**config.mk**
```make
export PLATFORM = sky130hd
export DESIGN_NAME = ata_strobe_timer
export DESIGN_NICKNAME = d
export VERILOG_FILES = /design/src/rtl/ata_strb_pkg.sv /design/src/rtl/ata_cfg_merge.sv /design/src/rtl/ata_phase_ctr.sv /design/src/rtl/ata_strobe_timer.sv
export SDC_FILE = /design/constraint.sdc
export NUM_CORES = 1
export LEC_CHECK = 0
export ABC_AREA = 1
export BUFFER_PORTS_ARGS = -buffer_cell sky130_fd_sc_hd__buf_2
export CAP_MARGIN = 30
export CORE_MARGIN = 5
export CORE_UTILIZATION = 45
export DETAILED_ROUTE_END_ITERATION = 8
export GPL_TIMING_DRIVEN = 0
export PLACE_DENSITY = 0.79
export SLEW_MARGIN = 20
export SYNTH_ARGS = -nofsm -noshare
export SYNTH_HDL_FRONTEND = slang
export SYNTH_HIERARCHICAL = 1
export SYNTH_SLANG_ARGS = --single-unit
```
**constraint.sdc**
```tcl
create_clock -name clk -period 1.8 [get_ports clk]
set_input_delay 0.18 -clock clk [delete_from_list [all_inputs] [get_ports clk]]
set_output_delay 0.18 -clock clk [all_outputs]
set_load 0.005 [all_outputs]
```
**src/rtl/ata_strb_pkg.sv**
```systemverilog
package ata_strb_pkg;

    localparam int CFG_W = 32;
    localparam int PH_W  = 5;

    // field positions inside the timing word
    localparam int DAT_REC_LSB = 0;
    localparam int DAT_REC_W   = 4;
    localparam int DAT_ACT_LSB = 4;
    localparam int DAT_ACT_W   = 5;
    localparam int TF_REC_LSB  = 9;
    localparam int TF_REC_W    = 4;
    localparam int TF_ACT_LSB  = 13;
    localparam int TF_ACT_W    = 5;
    localparam int DAT_SET_LSB = 22;
    localparam int TF_SET_LSB  = 25;
    localparam int SET_W       = 3;

    localparam logic [CFG_W-1:0] MASK_PIO   = 32'hCFC3_FFFF;
    localparam logic [CFG_W-1:0] MASK_MWDMA = 32'h31C0_01FF;
    localparam logic [CFG_W-1:0] MASK_UDMA  = 32'h303C_0000;

    typedef enum logic [1:0] {
        ST_IDLE,
        ST_SETUP,
        ST_ACTIVE,
        ST_RECOVER
    } strb_state_e;

    typedef enum logic [1:0] {
        CLS_PIO   = 2'd0,
        CLS_MWDMA = 2'd1,
        CLS_UDMA  = 2'd2,
        CLS_KEEP  = 2'd3
    } mode_cls_e;

    function automatic logic [PH_W-1:0] setup_len(input logic [CFG_W-1:0] w, input logic tf);
        return tf ? PH_W'(w[TF_SET_LSB +: SET_W]) : PH_W'(w[DAT_SET_LSB +: SET_W]);
    endfunction

    function automatic logic [PH_W-1:0] active_len(input logic [CFG_W-1:0] w, input logic tf);
        return tf ? PH_W'(w[TF_ACT_LSB +: TF_ACT_W]) : PH_W'(w[DAT_ACT_LSB +: DAT_ACT_W]);
    endfunction

    function automatic logic [PH_W-1:0] recover_len(input logic [CFG_W-1:0] w, input logic tf);
        return tf ? PH_W'(w[TF_REC_LSB +: TF_REC_W]) : PH_W'(w[DAT_REC_LSB +: DAT_REC_W]);
    endfunction

endpackage

```
**src/rtl/ata_cfg_merge.sv**
```systemverilog
module ata_cfg_merge
    import ata_strb_pkg::*;
#(
    parameter logic [CFG_W-1:0] RESET_WORD = '0
) (
    input  logic             clk,
    input  logic             rst_n,
    input  logic             upd_valid,
    input  logic [1:0]       upd_class,
    input  logic [CFG_W-1:0] upd_word,
    output logic [CFG_W-1:0] cfg_word
);

    logic [CFG_W-1:0] cls_mask;

    always_comb begin
        unique case (mode_cls_e'(upd_class))
            CLS_PIO:   cls_mask = MASK_PIO;
            CLS_MWDMA: cls_mask = MASK_MWDMA;
            CLS_UDMA:  cls_mask = MASK_UDMA;
            CLS_KEEP:  cls_mask = '0;
        endcase
    end

    always_ff @(posedge clk) begin
        if (!rst_n)
            cfg_word <= RESET_WORD;
        else if (upd_valid)
            cfg_word <= (cfg_word & ~cls_mask) | (upd_word & cls_mask);
    end

endmodule

```
**src/rtl/ata_phase_ctr.sv**
```systemverilog
module ata_phase_ctr #(
    parameter int W = 5
) (
    input  logic         clk,
    input  logic         rst_n,
    input  logic         load,
    input  logic [W-1:0] load_val,
    output logic         zero
);

    logic [W-1:0] cnt;

    always_ff @(posedge clk) begin
        if (!rst_n)
            cnt <= '0;
        else if (load)
            cnt <= load_val;
        else if (cnt != '0)
            cnt <= cnt - W'(1);
    end

    assign zero = (cnt == '0);

endmodule

```
**src/rtl/ata_strobe_timer.sv**
```systemverilog
module ata_strobe_timer
    import ata_strb_pkg::*;
#(
    parameter logic [31:0] RESET_WORD = 32'h0
) (
    input  logic        clk,
    input  logic        rst_n,
    input  logic        upd_valid,
    input  logic [1:0]  upd_class,
    input  logic [31:0] upd_word,
    output logic [31:0] cfg_word,
    input  logic        req_valid,
    input  logic        req_task,
    input  logic        req_write,
    output logic        req_ready,
    output logic        rd_n,
    output logic        wr_n,
    output logic        done
);

    strb_state_e     state, nxt;
    logic            kind_tf, kind_wr;
    logic            ph_load, ph_zero, take;
    logic [PH_W-1:0] ph_val;
    logic            same_kind;

    ata_cfg_merge #(.RESET_WORD(RESET_WORD)) u_merge (
        .clk       (clk),
        .rst_n     (rst_n),
        .upd_valid (upd_valid),
        .upd_class (upd_class),
        .upd_word  (upd_word),
        .cfg_word  (cfg_word)
    );

    ata_phase_ctr #(.W(PH_W)) u_ctr (
        .clk      (clk),
        .rst_n    (rst_n),
        .load     (ph_load),
        .load_val (ph_val),
        .zero     (ph_zero)
    );

    assign same_kind = (req_task == kind_tf) && (req_write == kind_wr);

    // next state and phase counter load
    always_comb begin
        nxt     = state;
        ph_load = 1'b0;
        ph_val  = '0;
        take    = 1'b0;
        unique case (state)
            ST_IDLE: begin
                if (req_valid) begin
                    nxt     = ST_SETUP;
                    ph_load = 1'b1;
                    ph_val  = setup_len(cfg_word, req_task);
                    take    = 1'b1;
                end
            end
            ST_SETUP: begin
                if (ph_zero) begin
                    nxt     = ST_ACTIVE;
                    ph_load = 1'b1;
                    ph_val  = active_len(cfg_word, kind_tf);
                end
            end
            ST_ACTIVE: begin
                if (ph_zero) begin
                    nxt     = ST_RECOVER;
                    ph_load = 1'b1;
                    ph_val  = recover_len(cfg_word, kind_tf);
                end
            end
            ST_RECOVER: begin
                if (ph_zero) begin
                    if (req_valid) begin
                        take    = 1'b1;
                        ph_load = 1'b1;
                        if (same_kind) begin
                            nxt    = ST_ACTIVE;
                            ph_val = active_len(cfg_word, req_task);
                        end else begin
                            nxt    = ST_SETUP;
                            ph_val = setup_len(cfg_word, req_task);
                        end
                    end else begin
                        nxt = ST_IDLE;
                    end
                end
            end
        endcase
    end

    // state register
    always_ff @(posedge clk) begin
        if (!rst_n) begin
            state   <= ST_IDLE;
            kind_tf <= 1'b0;
            kind_wr <= 1'b0;
        end else begin
            state <= nxt;
            if (take) begin
                kind_tf <= req_task;
                kind_wr <= req_write;
            end
        end
    end

    // outputs
    always_comb begin
        rd_n      = !((state == ST_ACTIVE) && !kind_wr);
        wr_n      = !((state == ST_ACTIVE) && kind_wr);
        done      = (state == ST_RECOVER) && ph_zero;
        req_ready = (state == ST_IDLE) || done;
    end

endmodule

```
# Word-level counts from Yosys, hierarchy flattened
# Index checks and enable logic that the tools add are counted.
classes:
  addsub: 1
  eq_ne: 12
  muxes: 26
  n_bitwise: 4
  n_reduce_logical: 15
ops:
  columns: ["operator", "count"]
  rows:
  - ["32-bit case mux with 4 select lines", 1]
  - ["32-bit bitwise AND", 2]
  - ["5-bit two-way mux", 8]
  - ["32-bit NOT", 1]
  - ["32-bit bitwise OR", 1]
  - ["5-bit case mux with 4 select lines", 1]
  - ["2-bit two-way mux", 6]
  - ["2-bit equality test (second input constant)", 4]
  - ["4-bit two-way mux", 2]
  - ["2-bit inequality test (second input constant)", 4]
  - ["2-bit case mux with 4 select lines", 1]
  - ["3-bit two-way mux", 2]
  - ["5-bit zero test", 1]
  - ["5-bit nonzero test", 1]
  - ["5-bit by 1-bit subtractor with 5-bit output (second input constant)", 1]
  - ["2-bit by 1-bit equality test with 1-bit output (second input constant)", 2]
  - ["1-bit logical AND", 4]
  - ["2-bit zero test", 2]
  - ["4-bit AND reduction", 1]
  - ["1-bit zero test", 3]
  - ["1-bit two-way mux", 3]
  - ["1-bit case mux with 3 select lines", 1]
  - ["1-bit equality test", 2]
  - ["1-bit case mux with 2 select lines", 1]
  - ["3 further kinds", 3]
word_totals:
  register_bits: 41
  wordCells: 63

# Depth between registers and ports, before layout
# Gate-level depths: netlist (run 1).
depth:
  word_depth: 7
  depth_mapped: 14

# By module
# Netlist (run 1), hierarchy kept.
by_module_without_submodules:
  columns: ["mod", "instances", "cells_per_inst", "area_per_inst_um2", "seq_area_each_um2"]
  rows:
  - ["ata_cfg_merge", 1, 174, 1285.0, 640.6]
  - ["ata_strobe_timer", 1, 143, 820.8, 80.1]
  - ["ata_phase_ctr", 1, 42, 292.8, 100.1]

# Worst setup path before layout (run 1)
# Ideal clock, no wire load.
synth_timing:
  kind: "flip-flop to flip-flop"
  from: "register u_ctr.cnt[0]"
  to: "register u_ctr.cnt[0]"
  setup_time_ns: 0.122
  arrival_ns: 1.799
  required_time_ns: 1.678
  slack_ns: -0.121
  path_stages_with_launch: 10
  n_path_buf: 0
  cell_sequence: "dfxtp_1 > inv_1 > ha_1 > nand3_2 > clkinv_1 > inv_2 > o31ai_1 > inv_2 > o21ai_0 > nor3_2"
synth_between:
  elab_chain_len: 4
synth_rtl:
  columns: ["element", "line_no", "source"]
  rows:
  - ["start, declared", "ata_phase_ctr.sv:11", "logic [W-1:0] cnt;"]
  - ["start signal, assigned", "ata_phase_ctr.sv:17", "cnt <= load_val;"]
  - ["start signal, assigned", "ata_phase_ctr.sv:19", "cnt <= cnt - W'(1);"]
  - ["5-bit zero test (*)", "ata_phase_ctr.sv:22", "assign zero = (cnt == '0);"]
  - ["net ph_zero", "ata_strobe_timer.sv:23", "logic ph_load, ph_zero, take;"]
  - ["1-bit two-way mux (on tied branches)", "ata_strobe_timer.sv:76, ata_strobe_timer.sv:62, ata_strobe_timer.sv:69", null]
  - ["1-bit case mux with 3 select lines (*)", "ata_strobe_timer.sv:52", "unique case (state)"]
  - ["net ph_load", "ata_strobe_timer.sv:23", null]
  - ["5-bit two-way mux or 2-bit nonzero test (tied branches)", null, null]
# Mark *: on every way through the listed nets, which the timed path passes. The rest lies on a longest branch. The select of a mux whose other input is x is not followed.
# A chain may end at the register's enable or synchronous reset.

# Final worst setup path (run 1)
# Same ends and word-level chain as after synthesis.

==> results.md, run 1 <==
- Status: complete, no violations
- H-tree depth: 2
- TritonCTS Buffers: 5
- Combinational fraction of design power: 0.535
- Final setup TNS: 0 ns
- Clock latency at the later pin of the worst-skew pair: about 0.29 ns
- Area grow syn2layout: 33.8%
- DRT iter0 DRCs: 158
- Core Area: 5140 sq um
- Synth Flop Type: dfxtp_1
- Period minus WS final: 1.74 ns
- Max VDD drop: roughly 0.00054 V
- Clock Sinks: between 40 and 50
- Final wirelength: about 6.8 mm
- Switch share: 0.415
- TritonCTS clock tree: done
- Share of the synthesized area in the top cell type: 0.342
- Met3 Routed Length: ~350 um
- Area leader, netlist: dfxtp_1
- Reg clk slew, reported paths: 0.08 ns
- Fin Clk Skew: 0.00406 ns
- Post-DP HPWL: 5.05 mm
- # diodes: 0
- Setup CP Type: flop to flop
- Worst setup startpoint: u_ctr/cnt[0]$_SDFFE_PN0P_
- Vias after detailed routing: between 2000 and 3000
- Ys Warns: 6
- Syn_nets: around 410
- Multi-input gate area: 1400 sq um
- Max Cap Violations: 0
- CP endpoint kind: flop
- I/O Pins: between 70 and 80
- RSZ-0062 raised after global routing: yes
- Wire length per cell: 12.8 um
- Static leakage: 0.00160 uW
- Int Power: 2290 uW
- Sequential power share: 0.297
- Fin nets: between 500 and 600
- Final Max Slew Viols: 0
- Port Buffer Count: 75
- Hold Crit Start: upd_word[22]
- Share of cells above drive strength 1: 0.369
- First-pass GRT wire length: around 11 mm
- Die width: around 83 um
- Fraction of registers with async set/reset: 0
- Clock Path Buffers: 2
- Die area: 6890 sq um
- RD Place Congestion: 0.893
- Gr ovfl total: 0
- Mean Syn Cell Area: 6.68 sq um
- Vias in the first global route: 2472
- Unique masters post-synth: 32
- Post-route DRC: 0
- M1 WL: 2.82 mm
- Synth top cells by count: 72 x nor2_1, 57 x nand2_1, 41 x dfxtp_1
- Final ANT Viol Nets: 0
- Sequential cell area: roughly 830 sq um
- Synth top area cells: dfxtp_1 34%, nor2_1 11%, nand2_1 8.9%, inv_1 5.9%, o21ai_0 5.8%
- GRT Total Usage: 0.182
- Vias/cell: just under 5
- Worst slew pin tran: 0.417 ns
- Num rows: 26
- Post-synthesis sequential area ratio: 0.342
- Die Ht: between 80 and 90 um
- Req. time, crit path: 1.98 ns
- R2R Path Start: u_ctr/cnt[0]$_SDFFE_PN0P_
- Net switching power: roughly 1600 uW
- Setup crit start kind: flop
- Flops & latches, synth: 41
- First-pass DRT Iterations: 4
- Data arrival, critical path: 1.93 ns
- Fmax: 0.573 GHz
- Hold crit path type: primary input to flop
- Largest fanout on the critical path: 6
- Max layer used: met4
- Initial antenna violation count: 0
- Filler Cell Count: roughly 510
- Rel. slew slack: 0.722
- Root buffer cell: clkbuf_8
- Synthesized cell area: between 2000 and 2500 sq um
- Pwr dens: around 1200 nW/um^2
- Final core occ: 0.624
- Setup violations, final: 0
- Fin. Hold Viols: 0
- Most frequent cell after synthesis: nor2_1
- Initial Util: 0.467
- Clock share of power: 0.168
- Largest net degree at the start of global routing: 13
- Number of flops mapped to enable cells by yosys: 0
- Synth Instances: 359
- Met2 wire len: 3.48 mm
- Fin crit share: 0.969
[what timing repair did]
item / in CTS / in global routing
gates resized for setup: 7 / 29
pin swaps: 3 / 12
setup endpoints to repair: 5 / 5
hold buffers: 0 / 0
buffers inserted: 2 / 14
[through the flow]
stage	total power, uW	instance area, sq um	std cells	hold WS (ns)	setup WS [ns]
after floorplan	2300	2400	359	0.300	0.0718
after global placement	2630	2870	504	0.401	-0.144
after detailed placement	2680	2870	504	0.407	-0.193
after CTS	3440	3010	514	0.100	-0.00894
after global routing	4170	3210	528	0.118	-0.0448
final	3910	3210	528	0.103	0.0559
[layout by cell type (no fill, tap or decap), types with 2 or more instances in the layout]
cell      count
buf_6         4
nand2_4       3
o21ai_2       4
o211ai_1      2
ha_1          3
nor2_1       71
nor2_4        2
nand3_2       4
a21oi_2       4
nand2_1      56
o21ai_1      12
nor2_2        4
ha_2          3
buf_4        19
nand3_1      18
inv_1        33
dfxtp_2       3
inv_4         2
clkbuf_8      7
o21ai_0      26
inv_2        11
ha_4          3
dfxtp_1      37
a21oi_1      21
nand2_2       9
buf_2        77
clkbuf_1      4
[worst max-delay path, cell delays in order, from the launching register on]
cell and delay, ns:
dfxtp_2 0.35, inv_4 0.05, ha_4 0.17, nand3_4 0.10, clkinv_4 0.10, nand2_4 0.10, inv_6 0.04, o21ai_4 0.16
o31ai_4 0.12, inv_2 0.11, nand4_1 0.15, nor2_1 0.14, nor3_2 0.04
[cell type report]
type / count / area share
timing repair buffer: 91 / 0.154
clock inverter: 1 / 0.00156
multi-input combinational: 256 / 0.436
inverter: 49 / 0.0632
sequential: 41 / 0.258
tap: 70 / 0.0273
buffer: 13 / 0.0289
clock buffer: 7 / 0.0300
[worst paths after layout]
path,to,slack (ns),cells past startpoint
setup / recovery,u_ctr/cnt[0]$_SDFFE_PN0P_,0.06,12
hold / removal,flop,0.10,3
setup reg to reg,u_ctr/cnt[0]$_SDFFE_PN0P_,0.06,12
hold reg to reg,flop,0.48,2
[logic make-up (layout without fill, tap and decap cells)]
kind of cell / count (synthesis) / in the layout / share of synthesized area
simple gates: 172 / 172 / 0.320
flops: 41 / 41 / 0.342
xor+xnor: 1 / 1 / 0.00365
buf+inv: 62 / 161 / 0.113
fa+ha+maj: 9 / 9 / 0.0469
compound gates: 74 / 74 / 0.174
[layer usage]
layer / global-route usage / vias to the layer above
li1: - / 1338
met1: 0.208 / 1189
met2: 0.327 / 69
met3: 0.0436 / 11
met4: 0.0684 / 0
met5: 0 / -
[power by group through the flow]
stage	registers, uW	clock network, uW	logic [uW]
2_1_floorplan	1130	0	1160
3_3_place_gp	1140	0	1480
3_5_place_dp	1150	0	1530
4_1_cts	1130	665	1640
5_1_grt	1170	711	2280
6_report	1160	658	2100
Note: power is estimated with default switching activity, not from simulation.
==> run 2, diff against run 1 <==
SYNTH_HIERARCHICAL = default   (was 1)
==> results.md, run 2 <==
- Status: complete, no violations
- CP endpoint kind: output pin
- Vias after detailed routing: around 2400
- R2R Path Start: state[1]$_SDFFE_PN0P_
- Setup violations, final: 0
- TritonCTS Buffers: 5
- Initial antenna violation count: 0
- Most frequent cell after synthesis: nand2_1
- Syn_nets: 388
- Setup crit start kind: flop
- Unique masters post-synth: 26
- Req. time, crit path: 1.62 ns
- Crit path cell chain: inv_1, ha_2, inv_1, nor2_4, nand3_4, inv_1, buf_2
- Sequential cell area: 822 sq um
- Filler Cell Count: 510
- Number of flops mapped to enable cells by yosys: 0
- Final setup TNS: 0 ns
- Data arrival, critical path: 1.50 ns
- Setup CP Type: flop to output pin
- Multi-input gate area: 1270 sq um
- Area grow syn2layout: 25.1%
- Fmax: 0.596 GHz
- Sequential power share: 0.333
- # diodes: 0
- R2R Path End: u_ctr.cnt[1]$_SDFFE_PN0P_
- Net switching power: 1490 uW
- Fin Clk Skew: roughly 0.0043 ns
- Worst hold path depth: 3
- CP dominant cell by count: inv_1
- Switch share: 0.419
- Fin nets: 470
- First-pass DRT Iterations: 4
- Final wirelength: 6.18 mm
- Hold Crit Start: upd_word[0]
- Pwr dens: about 1200 nW/um^2
- Reg clk slew, reported paths: approximately 0.08 ns
- Ys Warns: 0
- Initial Util: 0.456
- Flops & latches, synth: 41
- Clock Sinks: 41
- Post-synthesis adder-cell area fraction: 0.0547
- Share of the synthesized area in the top cell type: 0.359
- Final ANT Viol Nets: 0
- Fin. Hold Viols: 0
- Vias in the first global route: 2314
- Worst slew pin tran: 0.498 ns
- Die Ht: ~80 um
- Wire length per cell: between 10 and 15 um
- Max Cap Violations: 0
- Clock Path Buffers: 2
- Synth Flop Type: dfxtp_1
- R2R depth: 7
- Mux contribution to synthesized area: 0
- Post-DP HPWL: 4.96 mm
- Critical path's slowest cell: dfxtp_1
- Hold Worst Slack: 0.104 ns
- Die area: 6610 sq um
- Clock share of power: 0.204
- Combinational fraction of design power: 0.463
- DRT iter0 DRCs: approximately 130
- CP Depth: 7
- First-pass GRT wire length: around 10 mm
- RSZ-0062 raised after global routing: no
- Synthesized cell area: 2290 sq um
- Root buffer cell: clkbuf_8
- Num rows: 26
- I/O Pins: 76
- Most common cell after layout, fill and taps aside: buf_2
- GRT Total Usage: 0.202
- Core Area: 5010 sq um
- Area leader, netlist: dfxtp_1
- Mean Syn Cell Area: 6.76 sq um
- Share of cells above drive strength 1: 0.255
- Final Max Slew Viols: 0
- Synth top area cells: dfxtp_1 36%, o21ai_0 11%, nand2_1 11%, nor2_1 9.4%, inv_1 6.4%
- Worst Path Buf+Inv: 4
- Synth Instances: 338
- Post-route DRC: 0
- RD Place Congestion: 0.934
- Crit-path max cell delay: 0.32 ns
- Rel. slew slack: 0.668
- Most frequent cells in the layout: 79 x buf_2, 64 x nand2_1, 57 x nor2_1
- Vias/cell: 4.87
- TritonCTS clock tree: done
- Static leakage: roughly 0.0015 uW
- Largest fanout on the critical path: 4
- Number of hold buffers added after CTS: 0
- Port Buffer Count: 74
- Flop2flop setup slack: 0.19 ns
- Int Power: around 2100 uW
- Synth Area in Simple Gates: 0.307
- Synth top cells by count: 64 x nand2_1, 57 x nor2_1, 48 x o21ai_0
- Fin crit share: 0.932
- Largest family of logic cells by synthesized area: simple AND/OR/NAND/NOR gates
- Max VDD drop: 0.000527 V
- Delay-heaviest family, CP: buffers and inverters
- Largest net degree at the start of global routing: 13
- Fraction of registers with async set/reset: 0
- Die width: 81.3 um
- Clock latency at the later pin of the worst-skew pair: 0.30 ns
- Period minus WS final: 1.68 ns
- Compound-Gate Fraction of Synth Area: 0.186
- H-tree depth: 2
- Post-synthesis sequential area ratio: 0.359
- Hold crit path type: primary input to flop
- Gr ovfl total: 0
- Post-synthesis xor/xnor area fraction: 0.00766
[run 2: cell families after synthesis]
family,after synthesis
AO/OA/AOI/OAI,81
adder cells (fa/ha/maj),10
flip-flops,41
XOR/XNOR,2
AND/OR/NAND/NOR,153
buffers and inverters,51
[run 2: cell type report]
| class | instances | share of cell area |
|---|---|---|
| clock buffer | 5 | 0.0241 |
| timing repair buffer | 75 | 0.132 |
| inverter | 41 | 0.0538 |
| clock inverter | 2 | 0.0123 |
| buffer | 10 | 0.0153 |
| multi-input combinational | 246 | 0.444 |
| sequential | 41 | 0.288 |
| tap | 70 | 0.0306 |
[run 2: worst min-delay path, delay by kind of cell]
family / cells / cell delay [ns]
buffers and inverters: 1 / 0.08
AND/OR/NAND/NOR: 2 / 0.11
[run 2: power groups by stage]
stage               logic (uW)  clock network [uW]  registers, uW
floorplan                 1220                   0           1180
global placement          1570                   0           1190
detailed placement        1600                   0           1200
CTS                       1610                 736           1180
global route              1860                 775           1200
finish                    1640                 723           1180
[run 2: how the worst max path moves through the flow]
| stage | from | end | slack (ns) |
|---|---|---|---|
| detailed placement | state[0]$_SDFFE_PN0P_ | state[1]$_SDFFE_PN0P_ | 0.16 |
| finish | u_ctr.cnt[1]$_SDFFE_PN0P_ | done | 0.12 |
| global placement | state[0]$_SDFFE_PN0P_ | state[1]$_SDFFE_PN0P_ | 0.17 |
| floorplan | state[0]$_SDFFE_PN0P_ | u_ctr.cnt[1]$_SDFFE_PN0P_ | 0.35 |
| global route | u_ctr.cnt[1]$_SDFFE_PN0P_ | done | 0.007 |
| CTS | u_ctr.cnt[0]$_SDFFE_PN0P_ | done | 0.13 |
[run 2: routing by layer]
layer,up-vias,track usage,routed length [um]
met5,-,0,0
met4,0,0.0693,88
met3,9,0.0754,545
met2,80,0.362,3080
met1,1060,0.214,2460
li1,1239,-,-
[run 2: metrics by stage]
step / setup slack (ns) / cells / utilization / instance area, sq um / total power, uW
6_report: 0.123 / 490 / 0.571 / 2860 / 3550
5_1_grt: 0.00710 / 490 / 0.571 / 2860 / 3840
4_1_cts: 0.128 / 489 / 0.568 / 2850 / 3520
3_5_place_dp: 0.160 / 482 / 0.548 / 2740 / 2790
3_3_place_gp: 0.169 / 482 / 0.548 / 2740 / 2750
2_1_floorplan: 0.349 / 338 / - / 2290 / 2400
[run 2: repair_timing]
action | 4_1_cts | 5_1_grt
gates resized for setup | 0 | 3
setup endpoints to repair | 0 | 2
setup buffers | 0 | 1
endpoints found under the hold margin | 0 | 0
==> run 3, diff against run 2 <==
CELL_PAD_IN_SITES_DETAIL_PLACEMENT = 0   (was default)
CELL_PAD_IN_SITES_GLOBAL_PLACEMENT = 1   (was default)
CORE_UTILIZATION = 31   (was 45)
==> results.md, run 3 (synthesis gave the netlist of run 2 again) <==
- First-pass DRT Iterations: 4
- R2R depth: 9
- Worst slew pin tran: 0.514 ns
- Gr ovfl total: 0
- Final wirelength: 6.55 mm
- H-tree depth: 2
- Reg clk slew, reported paths: 0.08 ns
- Post-route DRC: 0
- Vias/cell: 4.50
- Die Ht: between 90 and 100 um
- Final Max Slew Viols: 0
- CP endpoint kind: output pin
- Int Power: 2090 uW
- Wire length per cell: 12.6 um
- Die width: 95.9 um
- Largest fanout on the critical path: 4
- Sequential power share: 0.330
- Num rows: 31
- Setup violations, final: 0
- Fin nets: 469
- Core Area: 7210 sq um
- Vias in the first global route: 2367
- Net switching power: 1480 uW
- Static leakage: approximately 0.0015 uW
- Fmax: 0.600 GHz
- Most frequent cells in the layout: 79 x buf_2, 64 x nand2_1, 57 x nor2_1
- R2R Path Start: u_ctr.cnt[0]$_SDFFE_PN0P_
- M1 GR Usage: 0.179
- Fin. Hold Viols: 0
- Post-DP HPWL: between 5 and 6 mm
- GRT Total Usage: 0.152
- Met3 Resource Use GR: 0.0453
- DRT iter0 DRCs: 74
- Final ANT Viol Nets: 0
- Fin worst setup slack: 0.133 ns
- Final core occ: 0.403
- Setup CP Type: flop to output pin
- Design Area, Final: 2900 sq um
- Initial antenna violation count: 0
- Area grow syn2layout: 27.0%
- Largest net degree at the start of global routing: 14
- Flop2flop setup slack: between 0.15 and 0.2 ns
- Port Buffer Count: 74
- Die area: 9190 sq um
- Fin Clk Skew: 0.00431 ns
- Met2 usage: 0.263
- Initial Util: 0.317
- First-pass GRT wire length: 11.1 mm
- R2R Path End: state[1]$_SDFFE_PN0P_
- Status: complete, no violations
- # diodes: 0
- RSZ-0062 raised after global routing: no
- Share of cells above drive strength 1: 0.252
- Hold Crit Start: upd_word[3]
- Pwr dens: between 1000 and 1500 nW/um^2
- Clock Path Buffers: 2
- Placed inst area: 2780 sq um
- Switch share: 0.414
- Most common cell after layout, fill and taps aside: buf_2
- Clock latency at the later pin of the worst-skew pair: 0.30 ns
- Worst hold path depth: 3
- TritonCTS clock tree: done
- TritonCTS Buffers: 5
- Hold crit path type: primary input to flop
- Max VDD drop: between 0.0004 and 0.0005 V
- Gr busiest metal: met2
- Vias after detailed routing: 2334
- Clock share of power: 0.218
- Number of hold buffers added after CTS: 0
- Root buffer cell: clkbuf_8
- Period minus WS final: 1.67 ns
- Rel. slew slack: 0.657
- Combinational fraction of design power: 0.452
- Req. time, crit path: about 1.6 ns
- Setup crit start kind: flop
- Clock Sinks: 41
- I/O Pins: 76
- RD Place Congestion: 0.811
- Fin crit share: 0.926
- Worst slack at placement: 0.141 ns
- Power Total: around 3600 uW
- Final setup TNS: 0 ns
- Data arrival, critical path: ~1.5 ns
- Max Cap Violations: 0
-- run 3: worst max path at each step --
stage                                          from                         to  slack (ns)  cells after the start
after detailed placement      state[0]$_SDFFE_PN0P_      state[1]$_SDFFE_PN0P_        0.14                      8
after global routing      u_ctr.cnt[0]$_SDFFE_PN0P_  u_ctr.cnt[4]$_SDFFE_PN0P_       0.006                     10
after floorplan               state[0]$_SDFFE_PN0P_  u_ctr.cnt[1]$_SDFFE_PN0P_        0.35                     10
final                     u_ctr.cnt[0]$_SDFFE_PN0P_                       done        0.13                      7
after CTS                 u_ctr.cnt[0]$_SDFFE_PN0P_                       done        0.11                      7
after global placement        state[0]$_SDFFE_PN0P_      state[1]$_SDFFE_PN0P_        0.15                      8
-- run 3: metrics by stage --
step	hold WS, ns	std cells
floorplan	0.315	338
detailed placement	0.418	511
global route	0.104	519
global placement	0.403	511
CTS	0.104	519
finish	0.114	519
-- run 3: worst max-delay path: stages (launching register included) --
cell and delay (ns):
dfxtp_1 0.33, inv_1 0.10, ha_1 0.19, inv_1 0.07
nor2_4 0.15, nand3_4 0.12, inv_1 0.11, buf_2 0.12
-- run 3: metal layers --
metal / wire, um / vias to the layer above
met4: 97 / 0
li1: - / 1240
met5: 0 / -
met2: 3110 / 79
met3: 486 / 10
met1: 2860 / 1005
-- run 3: cell type report --
| type | instances | area (sq um) |
|---|---|---|
| fillers | 825 | 4310 |
| flip-flops and latches | 41 | 822 |
| clock inverters | 2 | 37.5 |
| repair buffers | 74 | 370 |
| clock buffers | 6 | 82.6 |
| well taps | 99 | 124 |
| inverters | 41 | 154 |
| plain buffers | 10 | 43.8 |
| multi-input cells | 246 | 1270 |
-- run 3: power by group through the flow --
stage / Combinational (uW) / Sequential [uW] / Clock, uW
after floorplan: 1220 / 1180 / 0
after global placement: 1630 / 1190 / 0
after detailed placement: 1620 / 1200 / 0
after CTS: 1630 / 1180 / 807
after global routing: 1860 / 1200 / 840
final: 1610 / 1180 / 778
-- run 3: what timing repair did --
action | in CTS | in global routing
endpoints found under the setup margin | 0 | 3
gates resized for setup | 0 | 2
hold endpoints to repair | 0 | 0
buffers inserted | 0 | 0
